### config.mk
export PLATFORM = sky130hd
export DESIGN_NAME = uart_irq_arbiter
export DESIGN_NICKNAME = d
export VERILOG_FILES = /design/src/rtl/uart_irq_pkg.sv /design/src/rtl/uart_irq_enable.sv /design/src/rtl/uart_irq_prio.sv /design/src/rtl/uart_irq_idreg.sv /design/src/rtl/uart_irq_arbiter.sv
export SDC_FILE = /design/constraint.sdc
export NUM_CORES = 1
export LEC_CHECK = 0
export BUFFER_PORTS_ARGS = -buffer_cell sky130_fd_sc_hd__buf_2
export CORE_MARGIN = 2
export CORE_UTILIZATION = 41
export CTS_BUF_LIST = sky130_fd_sc_hd__clkbuf_4 sky130_fd_sc_hd__clkbuf_8 sky130_fd_sc_hd__clkbuf_16
export DETAILED_ROUTE_END_ITERATION = 10
export HOLD_SLACK_MARGIN = 0.02
export PLACE_DENSITY = 0.82
export SLEW_MARGIN = 20
export SYNTH_ARGS = -nofsm -noshare
export SYNTH_HDL_FRONTEND = slang
export SYNTH_HIERARCHICAL = 1
export SYNTH_SLANG_ARGS = --single-unit
### constraint.sdc
create_clock -name clk -period 3.4 [get_ports clk]
set_input_delay 0.34 -clock clk [delete_from_list [all_inputs] [get_ports clk]]
set_output_delay 0.34 -clock clk [all_outputs]
set_load 0.02 [all_outputs]
### src/rtl/uart_irq_pkg.sv
package uart_irq_pkg;

  typedef enum logic [3:0] {
    SRC_MODEM   = 4'h0,
    SRC_NONE    = 4'h1,
    SRC_THRE    = 4'h2,
    SRC_RXDATA  = 4'h4,
    SRC_LINE    = 4'h6,
    SRC_TIMEOUT = 4'hC
  } irq_src_e;

  localparam int unsigned EN_W      = 4;
  localparam int unsigned EN_RX     = 0;
  localparam int unsigned EN_THRE   = 1;
  localparam int unsigned EN_LINE   = 2;
  localparam int unsigned EN_MODEM  = 3;
  localparam int unsigned NUM_SRC   = 5;

endpackage

### src/rtl/uart_irq_enable.sv
module uart_irq_enable
  import uart_irq_pkg::*;
(
  input  logic            clk,
  input  logic            rst_n,
  input  logic            wr_en,
  input  logic [EN_W-1:0] wr_data,
  input  logic            rd_clr,
  input  logic            thr_write,
  input  logic            thr_empty,
  input  logic            thr_empty_set,
  output logic [EN_W-1:0] en_q,
  output logic            pend_q
);

  logic [EN_W-1:0] en_d;
  logic            pend_d;
  logic            thre_flip;

  assign thre_flip = wr_en && (wr_data[EN_THRE] != en_q[EN_THRE]);

  // next state: later statements take precedence
  always_comb begin
    en_d   = en_q;
    pend_d = pend_q;
    if (wr_en)
      en_d = wr_data;
    if (rd_clr)
      pend_d = 1'b0;
    if (thre_flip)
      pend_d = wr_data[EN_THRE] & thr_empty;
    if (thr_write)
      pend_d = 1'b0;
    if (thr_empty_set)
      pend_d = 1'b1;
  end

  always_ff @(posedge clk or negedge rst_n) begin
    if (!rst_n) begin
      en_q   <= '0;
      pend_q <= 1'b0;
    end else begin
      if (wr_en)
        en_q <= en_d;
      pend_q <= pend_d;
    end
  end

  p_wr_store_r8: assert property (@(posedge clk) disable iff (!rst_n)
    wr_en |=> en_q == $past(wr_data));

  p_thr_write_clr_r7: assert property (@(posedge clk) disable iff (!rst_n)
    (thr_write && !thr_empty_set) |=> !pend_q);

  p_empty_set_r7: assert property (@(posedge clk) disable iff (!rst_n)
    thr_empty_set |=> pend_q);

  p_rd_clr_r5: assert property (@(posedge clk) disable iff (!rst_n)
    (rd_clr && !wr_en && !thr_empty_set) |=> !pend_q);

  p_flip_full_r6: assert property (@(posedge clk) disable iff (!rst_n)
    (thre_flip && !thr_empty && !thr_empty_set) |=> !pend_q);

endmodule

### src/rtl/uart_irq_prio.sv
module uart_irq_prio
  import uart_irq_pkg::*;
#(
  parameter int unsigned RX_CNT_W = 5,
  parameter int unsigned ERR_W    = 4,
  parameter int unsigned DELTA_W  = 4
) (
  input  logic [EN_W-1:0]     en,
  input  logic                thre_pend,
  input  logic [ERR_W-1:0]    line_err,
  input  logic                data_ready,
  input  logic                fifo_mode,
  input  logic [RX_CNT_W-1:0] rx_level,
  input  logic [RX_CNT_W-1:0] rx_trigger,
  input  logic                char_tmo,
  input  logic [DELTA_W-1:0]  modem_delta,
  output irq_src_e            code
);

  logic [NUM_SRC-1:0] req;
  irq_src_e           src_tab [NUM_SRC];
  logic               rx_hit;

  assign rx_hit = data_ready && (!fifo_mode || (rx_level >= rx_trigger));

  // index 0 is the highest priority
  assign req[0] = en[EN_LINE]  && (|line_err);
  assign req[1] = en[EN_RX]    && char_tmo;
  assign req[2] = en[EN_RX]    && rx_hit;
  assign req[3] = en[EN_THRE]  && thre_pend;
  assign req[4] = en[EN_MODEM] && (|modem_delta);

  assign src_tab[0] = SRC_LINE;
  assign src_tab[1] = SRC_TIMEOUT;
  assign src_tab[2] = SRC_RXDATA;
  assign src_tab[3] = SRC_THRE;
  assign src_tab[4] = SRC_MODEM;

  always_comb begin
    code = SRC_NONE;
    for (int i = NUM_SRC - 1; i >= 0; i--) begin
      if (req[i])
        code = src_tab[i];
    end
  end

endmodule

### src/rtl/uart_irq_idreg.sv
module uart_irq_idreg
  import uart_irq_pkg::*;
(
  input  logic     clk,
  input  logic     rst_n,
  input  logic     fifo_mode,
  input  irq_src_e code,
  output logic [7:0] iid_q,
  output logic       irq_q
);

  logic [7:0] iid_d;
  logic       irq_d;

  always_comb begin
    iid_d = {{2{fifo_mode}}, 2'b00, code};
    irq_d = (code != SRC_NONE);
  end

  always_ff @(posedge clk or negedge rst_n) begin
    if (!rst_n) begin
      iid_q <= {4'h0, SRC_NONE};
      irq_q <= 1'b0;
    end else begin
      iid_q <= iid_d;
      irq_q <= irq_d;
    end
  end

  p_mode_bits_r4: assert property (@(posedge clk) disable iff (!rst_n)
    1'b1 |=> iid_q[7:6] == {2{$past(fifo_mode)}} && iid_q[5:4] == 2'b00);

endmodule

### src/rtl/uart_irq_arbiter.sv
module uart_irq_arbiter
  import uart_irq_pkg::*;
#(
  parameter int unsigned RX_CNT_W = 5
) (
  input  logic                clk,
  input  logic                rst_n,
  input  logic                ier_wr_en,
  input  logic [7:0]          ier_wr_data,
  input  logic                iid_rd_en,
  input  logic                fifo_mode,
  input  logic [3:0]          line_err,
  input  logic                data_ready,
  input  logic [RX_CNT_W-1:0] rx_level,
  input  logic [RX_CNT_W-1:0] rx_trigger,
  input  logic                char_tmo,
  input  logic                thr_write,
  input  logic                thr_empty,
  input  logic                thr_empty_set,
  input  logic [3:0]          modem_delta,
  output logic [7:0]          ier_rdata,
  output logic [7:0]          iid_rdata,
  output logic                irq
);

  localparam int unsigned ERR_W   = 4;
  localparam int unsigned DELTA_W = 4;

  logic [EN_W-1:0] en_q;
  logic            pend_q;
  logic            rd_clr;
  irq_src_e        code;
  logic            unused_hi;

  assign unused_hi = ^ier_wr_data[7:EN_W];
  assign rd_clr    = iid_rd_en && (iid_rdata[3:0] == SRC_THRE);

  uart_irq_enable u_enable (
    .clk           (clk),
    .rst_n         (rst_n),
    .wr_en         (ier_wr_en),
    .wr_data       (ier_wr_data[EN_W-1:0]),
    .rd_clr        (rd_clr),
    .thr_write     (thr_write),
    .thr_empty     (thr_empty),
    .thr_empty_set (thr_empty_set),
    .en_q          (en_q),
    .pend_q        (pend_q)
  );

  uart_irq_prio #(
    .RX_CNT_W (RX_CNT_W),
    .ERR_W    (ERR_W),
    .DELTA_W  (DELTA_W)
  ) u_prio (
    .en          (en_q),
    .thre_pend   (pend_q),
    .line_err    (line_err),
    .data_ready  (data_ready),
    .fifo_mode   (fifo_mode),
    .rx_level    (rx_level),
    .rx_trigger  (rx_trigger),
    .char_tmo    (char_tmo),
    .modem_delta (modem_delta),
    .code        (code)
  );

  uart_irq_idreg u_idreg (
    .clk       (clk),
    .rst_n     (rst_n),
    .fifo_mode (fifo_mode),
    .code      (code),
    .iid_q     (iid_rdata),
    .irq_q     (irq)
  );

  assign ier_rdata = {{(8-EN_W){1'b0}}, en_q};

  p_irq_level_r9: assert property (@(posedge clk) disable iff (!rst_n)
    irq == (iid_rdata[3:0] != SRC_NONE));

  p_line_top_r1: assert property (@(posedge clk) disable iff (!rst_n)
    (ier_rdata[EN_LINE] && (|line_err)) |=> iid_rdata[3:0] == SRC_LINE);

  p_tmo_mask_r11: assert property (@(posedge clk) disable iff (!rst_n)
    !ier_rdata[EN_RX] |=> (iid_rdata[3:0] != SRC_TIMEOUT) && (iid_rdata[3:0] != SRC_RXDATA));

  p_rx_thresh_r3: assert property (@(posedge clk) disable iff (!rst_n)
    (fifo_mode && (rx_level < rx_trigger) && !char_tmo) |=> iid_rdata[3:0] != SRC_RXDATA);

endmodule

# Yosys cells after proc, flatten, opt, wreduce, memory -nomap -nowiden
# Cells that the tools add are included.
[classes]
mux = 9
n_eq_ne = 3
magnitude_cmp = 1
bitwise_logic = 1
reduce_logical = 13
[op_table]
columns = ["cell", "n"]
rows = [
  ["$logic_and A1 B1 Y1", 8],
  ["$mux W4", 2],
  ["$reduce_or A4 Y1", 2],
  ["$ge A5 B5 Y1", 1],
  ["$mux W1", 5],
  ["$eq A4 B2 Y1 const B", 1],
  ["$ne A4 B1 Y1 const B", 1],
  ["$reduce_bool A4 Y1", 1],
  ["$mux W3", 1],
  ["$mux W2", 1],
  ["$and A1 B1 Y1", 1],
  ["$logic_not A1 Y1", 1],
  ["$logic_or A1 B1 Y1", 1],
  ["$ne A1 B1 Y1", 1],
]
[word_totals]
regBits = 11
out_inout_bits = 17

# Depth between registers and ports, before layout
# Gate-level depths: netlist of run 1.
[depth]
ltp_word = 8
depth_mapped = 7
depth_no_buf = 7

# Modules after synthesis
# Netlist of run 1, hierarchy kept.
[by_module_without_submodules]
columns = ["module", "seq_area_each_um2", "cells_each", "area_per_inst_um2", "n_inst"]
rows = [
  ["uart_irq_prio", 0.0, 29, 227.7, 1],
  ["uart_irq_enable", 125.1, 18, 219.0, 1],
  ["uart_irq_idreg", 151.4, 11, 187.7, 1],
  ["uart_irq_arbiter", 0.0, 7, 50.0, 1],
]

# Worst setup path after synthesis of run 1
# No wires, ideal clock.
[synth_path]
kind = "input-to-reg"
start = "in rx_trigger[2]"
end = "reg u_idreg.irq_q"
required_ns = 3.261
t_arrival_ns = 1.744
path_stages = 7
setup_ns = 0.139
n_path_buf = 0
path_slack_ns = 1.518
path_cell_list = "inv_1 ha_1 a21oi_2 o21ai_1 a311oi_2 and4_1 or4b_1"
[synth_between]
elab_chain_cells = 8
[synth_rtl]
columns = ["item", "line_no", "rtl"]
rows = [
  ["from (decl)", "uart_irq_arbiter.sv:15", "input logic [RX_CNT_W-1:0] rx_trigger,"],
  ["$ge A5 B5 Y1", "uart_irq_prio.sv:24", "assign rx_hit = data_ready && (!fifo_mode || (rx_level >= rx_trigger));"],
  ["$logic_or A1 B1 Y1", "uart_irq_prio.sv:24", ""],
  ["$logic_and A1 B1 Y1", "uart_irq_prio.sv:24", ""],
  ["$logic_and A1 B1 Y1", "uart_irq_prio.sv:29", "assign req[2] = en[EN_RX] && rx_hit;"],
  ["$mux W3", "uart_irq_prio.sv:42", "if (req[i])"],
  ["$mux W4 (2 in a row)", "uart_irq_prio.sv:42", ""],
  ["via code[0]", "uart_irq_arbiter.sv:32", "irq_src_e code;"],
  ["$ne A4 B1 Y1", "uart_irq_idreg.sv:17", "irq_d = (code != SRC_NONE);"],
  ["via u_idreg.irq_d", "uart_irq_idreg.sv:13", "logic irq_d;"],
  ["to (signal assigned)", "uart_irq_idreg.sv:26", "irq_q <= irq_d;"],
  ["to (decl)", "uart_irq_idreg.sv:9", "output logic irq_q"],
]
# The timed path passes the listed nets, and every way through them passes these cells.
# A chain may end at the register's enable or synchronous reset.

# Final worst setup path of run 1
[layout_path]
start = "in rx_level[2]"
end = "reg u_idreg.irq_q"
[layout_between]
elab_chain_cells = 8
[layout_rtl]
columns = ["item", "line_no", "rtl"]
rows = [
  ["from (decl)", "uart_irq_arbiter.sv:14", "input logic [RX_CNT_W-1:0] rx_level,"],
  ["$ge A5 B5 Y1", "uart_irq_prio.sv:24", ""],
  ["$logic_or A1 B1 Y1", "uart_irq_prio.sv:24", ""],
  ["$logic_and A1 B1 Y1", "uart_irq_prio.sv:24", ""],
  ["$logic_and A1 B1 Y1", "uart_irq_prio.sv:29", ""],
  ["$mux W3", "uart_irq_prio.sv:42", ""],
  ["$mux W4 (2 in a row)", "uart_irq_prio.sv:42", ""],
  ["via code[0]", "uart_irq_arbiter.sv:32", ""],
  ["$ne A4 B1 Y1", "uart_irq_idreg.sv:17", ""],
  ["via u_idreg.irq_d", "uart_irq_idreg.sv:13", ""],
]
# The timed path passes the listed nets, and every way through them passes these cells.

==> results.py, run 1 <==
metrics = {
    "timing": {
        "fin_setup_tns_ns": 0,
        "min_period_ns": 1.795,
        "setup_viol": 0,
        "skew_ns": 0.005740,
        "final_hold_viol_count": 0,
        "report.final.slew_viol_count": 0,
        "fin_crit_sh_pct": 52.79,
        "rsz0062_at_grt": "false",
        "hold_ws_ns": 0.2064,
        "clock.fmax_ghz": 0.5571,
        "fin_ws_ns": 1.605,
    },
    "flow_run": {
        "max-cap-violations": 0,
    },
    "setup_path": {
        "start_kind": "input port",
        "path_cells": "buf_2 > ha_1 > a21oi_2 > o21ai_1 > a311oi_2 > and4_1 > or4b_1",
        "critPathKind": "in2reg",
        "cpPeakStageDelay_ns": 0.43,
        "critPathSlowestCell": "or4b_1",
        "cp.arrival_ns": 1.93,
        "reg2reg_setup_slack_ns": 1.72,
        "reg2reg_depth": 4,
        "cp-end-kind": "flop",
        "path_buf_inv": 1,
        "crit_fanout": 3,
        "required_ns": 3.53,
        "crit_family": "simple AND/OR/NAND/NOR gates",
        "worstReg2RegEnd": "u_idreg/irq_q$_DFF_PN0_",
        "regToRegStartpoint": "u_enable/en_q[0]$_DFFE_PN0P_",
    },
    "floorplan": {
        "start_util_pct": 44.40,
        "die_height_um": 44.86,
        "core-area_um2": 1541,
        "pin_count": 53,
        "std_cell_rows": 14,
        "die_area_um2": 2012,
        "fp.dieW_um": 44.86,
    },
    "min_path": {
        "hp-class": "in2reg",
        "min_path_cells": 1,
        "min_from": "fifo_mode",
        "hold_path_end": "u_idreg/iid_q[6]$_DFF_PN0_",
    },
    "layout": {
        "antennaDiodeCount": 0,
        "final_area_um2": 917.1,
        "final_cell_mix": "42 x buf_2, 10 x inv_1, 10 x dfrtp_1",
        "stdcell_count": 125,
        "syn2layout_area_growth_pct": 34.00,
        "fillCellCount": 146,
        "final_common_cell": "buf_2",
        "fin_nets": 151,
        "layout-drive-gt1-share_pct": 53.21,
    },
    "drt": {
        "num_vias": 598,
        "viasPerCell": 4.784,
        "drc_errors": 0,
        "drtAntennaViolNets": 0,
        "dr.pass1.iters": 2,
        "wl_mm": 1.366,
        "routedWlPerCell_um": 10.93,
        "drt-initial-drc-count": 4,
    },
    "placement": {
        "port-buffer-count": 42,
        "place_congestion": 0.6826,
        "place_inst": 120,
        "place_worst_setup_slack_ns": 1.317,
        "placed_area_um2": 877.1,
        "dpl.hpwl_mm": 1.230,
    },
    "clocking": {
        "ctsHoldBuffers": 1,
        "cts_htree_levels": 1,
        "cts_resized": 0,
        "path_clk_slew_ns": 0.06,
        "clkSinkCount": 11,
        "clk_latency_ns": 0.26,
        "cts_setup_buffers": 0,
        "cts_root_buffer": "clkbuf_4",
        "cts_tree": "yes",
        "cts_max_path_buffers": 2,
        "cts_buffers": 3,
    },
    "pwr": {
        "p_leak_nw": 0.5032,
        "sequentialPowerShare_pct": 45.0,
        "p_int_mw": 0.2400,
        "power.share.clock_pct": 27.3,
        "powerDensity_nw_per_um2": 372.1,
        "p_comb_share_pct": 27.7,
        "sw_frac_of_total_pct": 29.69,
        "ir_drop_mv": 0.2377,
        "p_sw_mw": 0.1013,
    },
    "status": {
        "status": "finished clean",
    },
    "grt": {
        "antenna_found_initial": 0,
        "grt-ovfl-total": 0,
        "grt_pass1_vias": 557,
        "grtUsageTotal_pct": 15.40,
        "grt_max_degree": 12,
        "grt_first_pass_wirelength_mm": 2.180,
    },
    "yosys": {
        "netlist.area_leader.share_pct": 36.56,
        "ys_seq_area_share_pct": 40.40,
        "synth_top_cell_by_area": "dfrtp_1",
        "ys_ff_latch": 11,
        "synth_cells": 65,
        "ys_types": 27,
        "syn_area_per_cell_um2": 10.53,
        "syn_area_um2": 684.4,
        "yosys_warnings": 6,
        "synth_area_leaders": "dfrtp_1 37%, ha_1 9.1%, buf_4 7.7%",
    },
}
[per-stage QoR]
stage | util, % | total power [mW]
after floorplan | - | 0.2159
after global placement | 56.90 | 0.2469
after detailed placement | 56.90 | 0.2509
after CTS | 59.50 | 0.3471
after global routing | 59.50 | 0.3631
final | 59.50 | 0.3413
[worst register-to-register path: stages (launching register included)]
cell	delay [ns]
dfrtp_1	0.42
and2_2	0.22
a311oi_2	0.24
and4_1	0.25
or4b_1	0.43
[synthesized netlist by cell type, drive strengths merged]
cell type / n
dfrtp: 10
inv: 10
buf: 7
nand2: 7
ha: 5
mux2: 3
o21ai: 3
a31o: 2
and2: 2
conb: 2
o41ai: 2
a21oi: 1
a311oi: 1
a31oi: 1
and2b: 1
and3: 1
and4: 1
dfstp: 1
nor2b: 1
nor3b: 1
nor4: 1
o22ai: 1
or4b: 1
[cell type report]
| class | instances | area, um2 | area share [%] |
|---|---|---|---|
| multi-input combinational | 41 | 332.8 | 36.29 |
| sequential | 11 | 276.5 | 30.15 |
| timing repair buffer | 43 | 220.2 | 24.01 |
| inverter | 10 | 37.54 | 4.093 |
| clock buffer | 4 | 30.03 | 3.274 |
| tap | 16 | 20.02 | 2.183 |
[worst max path at each step]
stage | start | end | slack [ns] | cells past startpoint
after floorplan | rx_trigger[2] | u_idreg/irq_q$_DFF_PN0_ | 1.52 | 7
after global placement | rx_level[2] | u_idreg/irq_q$_DFF_PN0_ | 1.34 | 7
after detailed placement | rx_level[2] | u_idreg/irq_q$_DFF_PN0_ | 1.32 | 7
after CTS | rx_level[2] | u_idreg/irq_q$_DFF_PN0_ | 1.60 | 7
after global routing | rx_trigger[2] | u_idreg/irq_q$_DFF_PN0_ | 1.51 | 8
final | rx_level[2] | u_idreg/irq_q$_DFF_PN0_ | 1.61 | 7
[routing by layer]
metal	share of wire [%]	global-route usage, %	vias to the layer above
li1	-	-	297
met3	5.9	4.800	2
met5	0	0	-
met1	34	14.18	276
met4	1.4	7.059	0
met2	58	30.14	23
[power by group through the flow]
stage          logic (mW)  registers, mW  clock network (mW)
2_1_floorplan      0.0469          0.169                   0
3_3_place_gp       0.0915          0.155                   0
3_5_place_dp       0.0946          0.156                   0
4_1_cts            0.0957          0.154              0.0977
5_1_grt             0.104          0.155               0.104
6_report           0.0945          0.154              0.0932
[sequential cells by signal, indices dropped and copies added (netlist names)]
register,count
u_enable/en_q,4
u_enable/pend_q,1
u_idreg/iid_q,5
u_idreg/irq_q,1
[kinds of logic (layout without fill, tap and decap cells)]
kind of cell / count (synthesis) / in the layout / synth area share [%]
AOI/OAI and AO/OA: 11 / 11 / 15.36
adders and majority gates: 5 / 5 / 9.141
buffers and inverters: 17 / 57 / 13.16
DFF: 11 / 11 / 40.40
muxes: 3 / 3 / 4.936
other: 2 / 6 / 1.097
and+or+nand+nor: 16 / 16 / 15.91
Power figures use the tool's default switching activity.
==> run 2, diff against run 1 <==
--- a/config.mk
+++ b/config.mk
@@ -7,11 +7,11 @@
 export LEC_CHECK = 0
 export BUFFER_PORTS_ARGS = -buffer_cell sky130_fd_sc_hd__buf_2
 export CORE_MARGIN = 2
-export CORE_UTILIZATION = 41
+export CORE_UTILIZATION = 38
 export CTS_BUF_LIST = sky130_fd_sc_hd__clkbuf_4 sky130_fd_sc_hd__clkbuf_8 sky130_fd_sc_hd__clkbuf_16
 export DETAILED_ROUTE_END_ITERATION = 10
 export HOLD_SLACK_MARGIN = 0.02
-export PLACE_DENSITY = 0.82
+export PLACE_DENSITY = 0.76
 export SLEW_MARGIN = 20
 export SYNTH_ARGS = -nofsm -noshare
 export SYNTH_HDL_FRONTEND = slang
==> constraint.sdc (replaced) <==
create_clock -name clk -period 1.8 [get_ports clk]
set_input_delay 0.18 -clock clk [delete_from_list [all_inputs] [get_ports clk]]
set_output_delay 0.18 -clock clk [all_outputs]
set_load 0.02 [all_outputs]
==> run 2 against run 1 <==
Hold slack got worse by 0.16 ns; sequential power is 88% higher; via count shrank 3.8%; first-iteration DRC count shrank 75%; clock skew decreased by 0.0052 ns; utilization is 5.1 points lower; critical path depth is 3 lower; cell count up 7.2%; sequential share of layout area fell by 0.37 points; sequential cell count did not move; critical endpoint unchanged; highest routed layer unchanged.
==> results.py, run 2 (same netlist as run 1, synthesis figures left out) <==
metrics = {
    "timing": {
        "fin_crit_sh_pct": 93.87,
        "skew_ns": 0.0005567,
        "hold_ws_ns": 0.04626,
        "report.final.slew_viol_count": 0,
        "setup_viol": 0,
        "clock.fmax_ghz": 0.5919,
        "final_hold_viol_count": 0,
        "fin_ws_ns": 0.1104,
        "min_period_ns": 1.690,
        "rsz0062_at_grt": "false",
    },
    "layout": {
        "fillCellCount": 166,
        "reg_top3": "u_idreg/iid_q: 5 flops, u_enable/en_q: 4 flops",
        "final_area_um2": 928.4,
        "syn2layout_area_growth_pct": 35.65,
        "final_cell_mix": "42 x buf_2, 10 x inv_1, 10 x dfrtp_1",
        "antennaDiodeCount": 0,
        "stdcell_count": 134,
        "final_common_cell": "buf_2",
        "layout-drive-gt1-share_pct": 53.21,
        "largest_reg_flops": 5,
        "fin_nets": 151,
        "largest-register": "u_idreg/iid_q",
        "post-route-util_pct": 54.36,
    },
    "setup_path": {
        "start_kind": "flop",
        "cp-end-kind": "flop",
        "critPathSlowestCell": "or4b_1",
        "path_cells": "and2_2 > a311oi_2 > and4_1 > or4b_1",
        "cp.arrival_ns": 1.82,
        "cpPeakStageDelay_ns": 0.43,
        "required_ns": 1.93,
        "crit_family": "simple AND/OR/NAND/NOR gates",
        "path_buf_inv": 0,
        "crit_fanout": 5,
        "critPathKind": "reg2reg",
    },
    "floorplan": {
        "start_util_pct": 40.07,
        "die_height_um": 46.44,
        "die_area_um2": 2157,
        "fp.dieW_um": 46.44,
        "core-area_um2": 1708,
        "pin_count": 53,
        "std_cell_rows": 15,
    },
    "status": {
        "status": "finished clean",
    },
    "clocking": {
        "cts_setup_buffers": 0,
        "cts_tree": "yes",
        "ctsHoldBuffers": 1,
        "cts_resized": 0,
        "clkSinkCount": 11,
        "clk_latency_ns": 0.25,
        "cts_htree_levels": 1,
        "cts_buffers": 3,
        "path_clk_slew_ns": 0.06,
        "cts_root_buffer": "clkbuf_4",
        "cts_max_path_buffers": 2,
    },
    "flow_run": {
        "max-cap-violations": 0,
    },
    "grt": {
        "grtUsageTotal_pct": 13.03,
        "grt-ovfl-total": 0,
        "grt_max_degree": 12,
        "antenna_found_initial": 0,
        "grt_first_pass_wirelength_mm": 1.994,
        "grt_pass1_vias": 534,
    },
    "drt": {
        "drc_errors": 0,
        "num_vias": 575,
        "drt-initial-drc-count": 1,
        "dr.pass1.iters": 2,
        "routedWlPerCell_um": 9.194,
        "drtAntennaViolNets": 0,
        "viasPerCell": 4.291,
        "wl_mm": 1.232,
    },
    "min_path": {
        "hp-class": "in2reg",
    },
    "pwr": {
        "p_leak_nw": 0.5032,
        "ir_drop_mv": 0.2876,
        "powerDensity_nw_per_um2": 688.3,
    },
    "placement": {
        "place_worst_setup_slack_ns": -0.1108,
        "port-buffer-count": 42,
        "dpl.hpwl_mm": 1.139,
        "placed_area_um2": 888.4,
        "place_congestion": 0.6575,
        "place_inst": 129,
    },
}
run 2: cell counts in the layout (fill, tap and decap cells not counted):
No cell type changed its count.
run 2: path summary, 6_finish.rpt:
path / start / to / slack (ns) / cells past startpoint
max in group asynchronous: rst_n / u_idreg/iid_q[0]$_DFF_PN1_ / 1.23 / 2
setup reg to reg: u_enable/en_q[0]$_DFFE_PN0P_ / u_idreg/irq_q$_DFF_PN0_ / 0.11 / 4
hold reg to reg: u_enable/en_q[3]$_DFFE_PN0P_ / u_enable/en_q[3]$_DFFE_PN0P_ / 0.54 / 1
hold / removal: fifo_mode / u_idreg/iid_q[6]$_DFF_PN0_ / 0.05 / 1
setup / recovery: u_enable/en_q[0]$_DFFE_PN0P_ / u_idreg/irq_q$_DFF_PN0_ / 0.11 / 4
min in group asynchronous: rst_n / u_idreg/iid_q[1]$_DFF_PN0_ / 0.31 / 2
run 2: layout make-up:
class	count	area (um2)	share of cell area (%)
multi-input combinational	41	332.8	35.85
sequential	11	276.5	29.78
timing repair buffer	43	220.2	23.72
inverter	10	37.54	4.043
tap	25	31.28	3.369
clock buffer	4	30.03	3.235
run 2: metal layers:
metal	routed length, um	share of wire (%)	up-vias	track usage [%]
met4	6	0.49	0	3.429
met5	0	0	-	0
li1	-	-	296	-
met1	498	40	251	13.87
met2	631	51	26	25.28
met3	95	7.7	2	2.745
run 2: through the flow:
step	power (mW)	setup TNS (ns)
after floorplan	0.4078	0
after global placement	0.4672	-0.09152
after detailed placement	0.4740	-0.1108
after CTS	0.6497	0
after global routing	0.6817	0
final	0.6390	0
run 2: worst register-to-register path: stages, from the launching register on:
cell and delay, ns:
dfrtp_1 0.42, and2_2 0.22, a311oi_2 0.24, and4_1 0.26
or4b_1 0.43
run 2: power breakdown:
part	leakage, nW	switching (mW)	internal [mW]
Clock	0.0184	0.0710	0.100
Combinational	0.360	0.0968	0.0817
Sequential	0.125	0.0180	0.271
Total	0.503	0.186	0.453
==> run 3, diff against run 2 <==
--- a/config.mk
+++ b/config.mk
@@ -5,7 +5,7 @@
 export SDC_FILE = /design/constraint.sdc
 export NUM_CORES = 1
 export LEC_CHECK = 0
-export BUFFER_PORTS_ARGS = -buffer_cell sky130_fd_sc_hd__buf_2
+export BUFFER_PORTS_ARGS = -buffer_cell sky130_fd_sc_hd__buf_4
 export CORE_MARGIN = 2
 export CORE_UTILIZATION = 38
 export CTS_BUF_LIST = sky130_fd_sc_hd__clkbuf_4 sky130_fd_sc_hd__clkbuf_8 sky130_fd_sc_hd__clkbuf_16
==> run 3 against run 2 <==
Global-route usage grew 2.6 points; worst setup slack lost 0.064 ns; first-iteration DRC count grew to 8.0 times the previous value; sequential cell count is the same; cell area grew 15%; largest cell class unchanged; cell count grew 1.5%; critical path depth is the same; highest routed layer unchanged; die area is the same; combinational power grew 25%; clock skew grew 0.0025 ns; total power grew 8.0%; utilization grew 7.9 points.
==> results.py, run 3 (same netlist as run 1, synthesis figures left out) <==
metrics = {
    "drt": {
        "routedWlPerCell_um": 10.60,
        "drtAntennaViolNets": 0,
        "drc_errors": 0,
        "drt-initial-drc-count": 8,
        "dr.pass1.iters": 5,
        "wl_mm": 1.442,
        "viasPerCell": 4.581,
        "num_vias": 623,
    },
    "min_path": {
        "min_from": "thr_empty_set",
        "hp-class": "in2reg",
    },
    "pwr": {
        "power.total_mw": 0.6902,
        "ir_drop_mv": 0.3541,
        "p_leak_nw": 0.5494,
        "powerDensity_nw_per_um2": 649.0,
    },
    "grt": {
        "grt_first_pass_wirelength_mm": 2.346,
        "grt_pass1_vias": 585,
        "antenna_found_initial": 0,
        "grt-ovfl-total": 0,
        "grtUsageTotal_pct": 15.64,
        "grt_max_degree": 12,
    },
    "clocking": {
        "cts_max_path_buffers": 2,
        "cts_htree_levels": 1,
        "cts_buffers": 3,
        "clkSinkCount": 11,
        "cts_tree": "yes",
        "cts_root_buffer": "clkbuf_4",
        "clk_latency_ns": 0.27,
        "path_clk_slew_ns": 0.06,
    },
    "layout": {
        "fin_nets": 153,
        "antennaDiodeCount": 0,
        "largest_reg_flops": 5,
        "syn2layout_area_growth_pct": 55.39,
        "reg_top3": "u_idreg/iid_q: 5 flops, u_enable/en_q: 4 flops",
        "largest-register": "u_idreg/iid_q",
        "layout-drive-gt1-share_pct": 54.05,
        "stdcell_count": 136,
        "final_common_cell": "buf_4",
        "post-route-util_pct": 62.27,
        "final_area_um2": 1064,
        "final_cell_mix": "43 x buf_4, 10 x inv_1, 9 x dfrtp_1",
    },
    "timing": {
        "report.final.slew_viol_count": 0,
        "min_period_ns": 1.753,
        "fin_crit_sh_pct": 97.42,
        "setup_viol": 0,
        "fin_setup_tns_ns": 0,
        "clock.fmax_ghz": 0.5703,
        "hold_ws_ns": 0.1193,
        "skew_ns": 0.003056,
        "rsz0062_at_grt": "false",
        "fin_ws_ns": 0.04650,
        "final_hold_viol_count": 0,
    },
    "status": {
        "status": "finished clean",
    },
    "setup_path": {
        "cpPeakStageDelay_ns": 0.44,
        "critPathKind": "reg2reg",
        "crit_fanout": 5,
        "cp.arrival_ns": 1.89,
        "start_kind": "flop",
        "required_ns": 1.93,
        "critPathSlowestCell": "or4b_1",
        "path_cells": "and2_2 > a311oi_4 > and4_1 > or4b_1",
        "regToRegStartpoint": "u_enable/en_q[0]$_DFFE_PN0P_",
        "crit_path_start": "u_enable/en_q[0]$_DFFE_PN0P_",
        "cp-end-kind": "flop",
    },
    "placement": {
        "port-buffer-count": 42,
        "dpl.hpwl_mm": 1.210,
        "place_congestion": 0.6894,
        "place_inst": 129,
        "placed_area_um2": 993.5,
        "place_worst_setup_slack_ns": -0.1594,
    },
    "floorplan": {
        "die_area_um2": 2157,
        "pin_count": 53,
        "start_util_pct": 40.07,
        "fp.dieW_um": 46.44,
        "die_height_um": 46.44,
        "core-area_um2": 1708,
        "std_cell_rows": 15,
    },
    "flow_run": {
        "max-cap-violations": 0,
    },
}
## run 3: changes by cell type in the layout (fill, tap and decap cells not counted)
cell / change
a311oi_2: -1
a311oi_4: +1
buf_2: -42
buf_4: +43
dfrtp_1: -1
dfrtp_2: +1
dlygate4sd3_1: +1
## run 3: metal layers
metal  wire length, um  share of wire, %  vias up  global-route usage [%]
li1                  -                 -      303                       -
met1               465                32      282                   15.40
met2               802                56       34                   29.72
met3               151                10        4                   4.314
met4                23               1.6        0                   6.857
met5                 0                 0        -                       0
## run 3: cell type report
type                            count  area (um2)
Clock buffer                        4       30.03
Multi-Input combinational cell     41       344.1
Fill cell                         157       644.4
Inverter                           10       37.54
Sequential cell                    11       277.8
Timing Repair Buffer               45       342.8
Tap cell                           25       31.28
## run 3: worst paths after layout
| check | endpoint | slack, ns | depth (start not counted) |
|---|---|---|---|
| worst max-delay path | u_idreg/irq_q$_DFF_PN0_ | 0.05 | 4 |
| worst min-delay path | u_enable/pend_q$_DFFE_PN0P_ | 0.12 | 2 |
| worst max register to register | u_idreg/irq_q$_DFF_PN0_ | 0.05 | 4 |
| worst min register to register | u_enable/en_q[3]$_DFFE_PN0P_ | 0.54 | 1 |
| max in group asynchronous | u_idreg/iid_q[0]$_DFF_PN1_ | 1.28 | 2 |
| min in group asynchronous | u_enable/en_q[1]$_DFFE_PN0P_ | 0.30 | 2 |
## run 3: repair_timing
item                                    in CTS  in global routing
hold buffers                                 1                  1
endpoints found under the setup margin       0                  1
hold endpoints to repair                    11                  1
resized for setup                            0                  2
setup buffers                                0                  1
## run 3: where the power goes
group / internal, mW / switching [mW]
sequential: 0.272 / 0.0198
combinational: 0.119 / 0.103
clock: 0.101 / 0.0759
total: 0.491 / 0.199
## run 3: critical path, delay by kind of cell, from the launching register on
family | cells | cell delay, ns
AO/OA/AOI/OAI | 1 | 0.29
flip-flops | 1 | 0.43
AND/OR/NAND/NOR | 3 | 0.90
